**src/rtl/alu_bypass_pkg.sv**
```systemverilog
package alu_bypass_pkg;

    typedef enum logic [3:0] {
        OP_ADD  = 4'd0,
        OP_SUB  = 4'd1,
        OP_MUL  = 4'd2,
        OP_NOT  = 4'd3,
        OP_AND  = 4'd4,
        OP_NAND = 4'd5,
        OP_OR   = 4'd6,
        OP_NOR  = 4'd7,
        OP_XOR  = 4'd8,
        OP_XNOR = 4'd9,
        OP_SHL  = 4'd10,
        OP_SHR  = 4'd11,
        OP_SLT  = 4'd12
    } alu_op_e;

    localparam int ST_W = 4;
    localparam int ST_C = 3;
    localparam int ST_Z = 2;
    localparam int ST_N = 1;
    localparam int ST_V = 0;

    typedef struct packed {
        logic arith;
        logic sub;
        logic mul;
        logic pass_a;
        logic land;
        logic lor;
        logic lxor;
        logic invert;
        logic shl;
        logic shr;
        logic slt;
        logic flag_upd;
    } unit_sel_t;

endpackage

```
**src/rtl/alu_ctrl_dec.sv**
```systemverilog
module alu_ctrl_dec
    import alu_bypass_pkg::*;
(
    input  logic [3:0] opcode,
    input  logic       freeze,
    output unit_sel_t  sel
);
    always_comb begin
        sel = '0;
        case (opcode)
            OP_ADD:  sel.arith = 1'b1;
            OP_SUB:  begin sel.arith = 1'b1; sel.sub = 1'b1; end
            OP_MUL:  sel.mul = 1'b1;
            OP_NOT:  begin sel.pass_a = 1'b1; sel.invert = 1'b1; end
            OP_AND:  sel.land = 1'b1;
            OP_NAND: begin sel.land = 1'b1; sel.invert = 1'b1; end
            OP_OR:   sel.lor = 1'b1;
            OP_NOR:  begin sel.lor = 1'b1; sel.invert = 1'b1; end
            OP_XOR:  sel.lxor = 1'b1;
            OP_XNOR: begin sel.lxor = 1'b1; sel.invert = 1'b1; end
            OP_SHL:  sel.shl = 1'b1;
            OP_SHR:  sel.shr = 1'b1;
            OP_SLT:  sel.slt = 1'b1;
            default: sel = '0;
        endcase
        sel.flag_upd = ~freeze;
    end
endmodule

```
**src/rtl/alu_units.sv**
```systemverilog
module alu_units
    import alu_bypass_pkg::*;
#(
    parameter int W = 4
) (
    input  logic [W-1:0]   a,
    input  logic [W-1:0]   b,
    input  logic           cin,
    input  logic [3:0]     shamt,
    input  unit_sel_t      sel,
    output logic [W:0]     sum,
    output logic           ovf,
    output logic [2*W-1:0] prod,
    output logic [W-1:0]   logic_res,
    output logic [W-1:0]   shift_res,
    output logic           lt
);
    localparam int RW = 2 * W;

    logic [W-1:0] b_eff;
    logic         c_eff;
    logic [W-1:0] base;

    always_comb begin
        b_eff = sel.sub ? ~b : b;
        c_eff = sel.sub ? 1'b1 : cin;
        sum   = {1'b0, a} + {1'b0, b_eff} + {{W{1'b0}}, c_eff};
        ovf   = (a[W-1] == b_eff[W-1]) && (sum[W-1] != a[W-1]);
    end

    assign prod = {{W{1'b0}}, a} * {{W{1'b0}}, b};

    always_comb begin
        if (sel.land)      base = a & b;
        else if (sel.lor)  base = a | b;
        else if (sel.lxor) base = a ^ b;
        else               base = a;
        logic_res = sel.invert ? ~base : base;
    end

    always_comb begin
        if (sel.shl)      shift_res = a << shamt;
        else if (sel.shr) shift_res = a >> shamt;
        else              shift_res = '0;
    end

    assign lt = (a < b);

    logic unused_rw;
    assign unused_rw = (RW == 0);
endmodule

```
**src/rtl/alu_out_mux.sv**
```systemverilog
module alu_out_mux
    import alu_bypass_pkg::*;
#(
    parameter int W = 4
) (
    input  unit_sel_t       sel,
    input  logic [W:0]      sum,
    input  logic            ovf,
    input  logic [2*W-1:0]  prod,
    input  logic [W-1:0]    logic_res,
    input  logic [W-1:0]    shift_res,
    input  logic            lt,
    input  logic [ST_W-1:0] status_in,
    output logic [2*W-1:0]  r_nxt,
    output logic [ST_W-1:0] st_nxt
);
    localparam int RW = 2 * W;

    logic [ST_W-1:0] flags;

    always_comb begin
        r_nxt = '0;
        flags = '0;
        if (sel.arith) begin
            r_nxt       = {{(W-1){1'b0}}, sum};
            flags[ST_C] = sum[W];
            flags[ST_V] = ovf;
        end else if (sel.mul) begin
            r_nxt = prod;
        end else if (sel.pass_a | sel.land | sel.lor | sel.lxor) begin
            r_nxt = {{W{1'b0}}, logic_res};
        end else if (sel.shl | sel.shr) begin
            r_nxt = {{W{1'b0}}, shift_res};
        end else if (sel.slt) begin
            r_nxt = {{(RW-1){1'b0}}, lt};
        end
        flags[ST_Z] = (r_nxt == '0);
        flags[ST_N] = sel.mul ? r_nxt[RW-1] : r_nxt[W-1];
        st_nxt      = sel.flag_upd ? flags : status_in;
    end
endmodule

```
**src/rtl/alu_bypass_top.sv**
```systemverilog
module alu_bypass_top
    import alu_bypass_pkg::*;
#(
    parameter int W = 4
) (
    input  logic            clk,
    input  logic            rst,
    input  logic [W-1:0]    a,
    input  logic [W-1:0]    b,
    input  logic            cin,
    input  logic [3:0]      opcode,
    input  logic [3:0]      shamt,
    input  logic [ST_W-1:0] status_in,
    input  logic            freeze,
    output logic [2*W-1:0]  r,
    output logic [ST_W-1:0] status
);
    localparam int RW = 2 * W;

    unit_sel_t       sel;
    logic [W:0]      sum;
    logic            ovf;
    logic [RW-1:0]   prod;
    logic [W-1:0]    logic_res;
    logic [W-1:0]    shift_res;
    logic            lt;
    logic [RW-1:0]   r_nxt;
    logic [ST_W-1:0] st_nxt;

    alu_ctrl_dec dec_i (
        .opcode (opcode),
        .freeze (freeze),
        .sel    (sel)
    );

    alu_units #(.W(W)) units_i (
        .a         (a),
        .b         (b),
        .cin       (cin),
        .shamt     (shamt),
        .sel       (sel),
        .sum       (sum),
        .ovf       (ovf),
        .prod      (prod),
        .logic_res (logic_res),
        .shift_res (shift_res),
        .lt        (lt)
    );

    alu_out_mux #(.W(W)) mux_i (
        .sel       (sel),
        .sum       (sum),
        .ovf       (ovf),
        .prod      (prod),
        .logic_res (logic_res),
        .shift_res (shift_res),
        .lt        (lt),
        .status_in (status_in),
        .r_nxt     (r_nxt),
        .st_nxt    (st_nxt)
    );

    always_ff @(posedge clk) begin
        if (rst) begin
            r      <= '0;
            status <= '0;
        end else begin
            r      <= r_nxt;
            status <= st_nxt;
        end
    end
endmodule

```
**config.mk**
```make
export PLATFORM = sky130hd
export DESIGN_NAME = alu_bypass_top
export DESIGN_NICKNAME = d
export VERILOG_FILES = /design/src/rtl/alu_bypass_pkg.sv /design/src/rtl/alu_ctrl_dec.sv /design/src/rtl/alu_units.sv /design/src/rtl/alu_out_mux.sv /design/src/rtl/alu_bypass_top.sv
export SDC_FILE = /design/constraint.sdc
export NUM_CORES = 1
export LEC_CHECK = 0
export ABC_AREA = 0
export CAP_MARGIN = 15
export CORE_ASPECT_RATIO = 2
export CORE_MARGIN = 4
export CORE_UTILIZATION = 53
export DETAILED_ROUTE_END_ITERATION = 8
export PLACE_DENSITY = 0.82
export SLEW_MARGIN = 15
export SYNTH_ARGS = -nofsm -noshare
export SYNTH_HDL_FRONTEND = slang
export SYNTH_SLANG_ARGS = --single-unit
```
**constraint.sdc**
```tcl
create_clock -name clk -period 4.7 [get_ports clk]
set_input_delay 0.94 -clock clk [delete_from_list [all_inputs] [get_ports clk]]
set_output_delay 0.94 -clock clk [all_outputs]
set_load 0.05 [all_outputs]
```
==> flow_metrics.env <==
export IMPL_rows=30
export IMPL_synth_ff_type="dfxtp_1"
export IMPL_clk_transition_reported_paths_ns=0.05
export IMPL_irDropWorstVdd_mv=0.218
export IMPL_num_vias=1882
export IMPL_cts_setup_buffers=0
export IMPL_drc_errors=0
export IMPL_synth_cells=239
export IMPL_crit_fanout=4
export IMPL_ys_top_cells_by_area="ha_1, dfxtp_1, fa_1"
export IMPL_relSlewSlack_pct=65.9
export IMPL_hold_viol=0
export IMPL_cts_max_path_buffers=2
export IMPL_dp_cells=304
export IMPL_grt_pass1_wl_microns=8270
export IMPL_synth_cell_type_count=58
export IMPL_async_flop_share_pct=0
export IMPL_antenna_found_initial=0
export IMPL_synth_edf_count=0
export IMPL_die_area_sq_um=4570
export IMPL_grt_max_degree=23
export IMPL_synth_area_per_cell_sq_um=7.76
export IMPL_crit_slowest_cell="fa_1"
export IMPL_routedWlPerCell_microns=16.2
export IMPL_viasPerCell=6.13
export IMPL_placed_area_sq_um=2260
export IMPL_htree_levels=1
export IMPL_power_total_w=0.000430
export IMPL_synthesis_area_sq_um=1850
export IMPL_worstHoldPathType="primary input to register"
export IMPL_setup_worst_path_end_class="register"
export IMPL_antenna_left=0
export IMPL_gp_congestion=0.998
export IMPL_crit_path_max_incr_delay_ns=0.54
export IMPL_synth_nets=296
export IMPL_drt_iter0_markers=33
export IMPL_worst_path_buf_inv=2
export IMPL_start_util_pct=54.9
export IMPL_num_antenna_cells=0
export IMPL_crit_top_cell="fa_1"
export IMPL_status="complete, no violations"
export IMPL_period_share_pct=90.4
export IMPL_cts_sinks=12
export IMPL_tightest_slew_ns=0.509
export IMPL_synth_largest_area_cell="ha_1"
export IMPL_min_period_ns=4.25
export IMPL_cts_buffers=3
export IMPL_fin_cells=307
export IMPL_grt_use_total_pct=22.9
export IMPL_fp_dieW_microns=49.8
export IMPL_dp_hpwl_microns=4100
export IMPL_cp_data_required_time_ns=4.85
export IMPL_fmax_mhz=235
export IMPL_synth_top_cell_area_share_pct=18.2
export IMPL_synth_common_cells="ha_1, nor2_1, inv_1"
export IMPL_drv_slew=0
export IMPL_postLayoutCellArea_sq_um=2300
export IMPL_routed_wirelength_microns=4980
export IMPL_coreArea_sq_um=3380
export IMPL_p_leak_nw=1.04
export IMPL_final_nets=334
export IMPL_cts_resized=0
export IMPL_ys_ff_latch=12
export IMPL_startpoint_type="primary input"
export IMPL_rsz0062_at_grt="false"
export IMPL_drive_gt1_share_pct=9.09
export IMPL_fill_cells=290
export IMPL_synth_most_common_cell="ha_1"
export IMPL_worstPathCellList="clkdlybuf4s50_1, nand2_1, fa_1, inv_1, fa_1, ha_1, a21o_1, a21oi_1, nand2b_1, nor4_1, a211oi_1, o2111ai_1, o32ai_2"
export IMPL_die_y_microns=91.7
export IMPL_area_delta_synth_final_pct=24.1
export IMPL_cp_top_family="adder cells"
export IMPL_setup_violations=0
export IMPL_hold_slack_ns=1.30
export IMPL_io_pins=36
export IMPL_worstPathArrival_ns=4.40
export IMPL_yosysWarningCount=0
export IMPL_grt_overflow_total=0
export IMPL_cts_tree="built"
export IMPL_crit_type="primary input to register"
export IMPL_hold_buffers=0
export IMPL_dr_pass1_iters=4
export IMPL_maxCapViolCount=0
export IMPL_ys_seq_area_share_pct=13.0
export IMPL_grt_pass1_vias=1907
export IMPL_finalSetupTns_ns=0
export IMPL_io_buffers=35
export IMPL_pwr_density_cell_nw_per_um2=187
export IMPL_cts_root_buf="clkbuf_8"
cells in the final DEF, fill, tap and decap left out, types with 4 or more instances in the layout:
cell             Yosys  final
clkdlybuf4s50_1      0     35
mux2i_1              6      6
nor2_1              22     22
xnor2_1             12     12
o21ai_0             10     10
dfxtp_1             12     12
inv_1               20     20
nor3_1               8      8
fa_1                 6      6
nand2b_1             6      6
a21oi_1             12     12
nand2_1             18     18
ha_1                27     27
nand3_1              4      4
buf_4                2     10
a21o_1               5      5
routing by layer:
| metal | GRT usage, % | part of all wire [%] | vias up |
|---|---|---|---|
| met5 | 0 | 0 | - |
| met4 | 18.7 | 8.4 | 0 |
| met3 | 1.79 | 4.6 | 36 |
| met2 | 40.8 | 52 | 88 |
| met1 | 23.3 | 35 | 844 |
| li1 | - | - | 914 |
cell type report:
cell class | count | area, sq um | area share (%)
well taps | 32 | 40.0 | 1.74
multi-input cells | 192 | 1470 | 63.8
repair buffers | 45 | 425 | 18.5
clock buffers | 3 | 41.3 | 1.79
inverters | 23 | 86.3 | 3.75
flip-flops and latches | 12 | 240 | 10.4
logic make-up (layout without fill, tap and decap cells):
logic type | Yosys count | in the layout | synth area share (%)
xor gates and xnor gates | 14 | 14 | 6.61
adders and majority gates | 33 | 33 | 24.7
muxes | 7 | 7 | 3.85
AOI/OAI and AO/OA | 60 | 60 | 22.9
buffers and inverters | 35 | 71 | 7.89
DFF | 12 | 12 | 13.0
and+or+nand+nor | 78 | 78 | 21.1
path summary, 6_finish.rpt:
| check | from | to | slack, ns | cells after the start |
|---|---|---|---|---|
| setup / recovery | b[3] | status[2]$_SDFF_PP0_ | 0.45 | 13 |
| hold / removal | status_in[2] | status[2]$_SDFF_PP0_ | 1.30 | 3 |
worst min-delay path, stage by stage:
cell and delay (ns):
clkdlybuf4s50_1 0.40, nand2_1 0.08, o32ai_2 0.07
flip-flops by register name, summed over array words and instances, names as in the netlist:
name,count
r,8
status,4
report_power, final:
part | switching (W) | internal (W)
combinational | 0.000130 | 0.000101
clock | 0.0000329 | 0.0000560
sequential | 0.00000177 | 0.000108
total | 0.000165 | 0.000265
through the flow:
| stage | worst slack (ns) | util, % |
|---|---|---|
| floorplan | 0.775 | - |
| global placement | 0.322 | 66.9 |
| detailed placement | 0.212 | 66.9 |
| CTS | 0.441 | 68.1 |
| global route | 0.182 | 68.1 |
| finish | 0.450 | 68.1 |
Power figures use the tool's default switching activity.
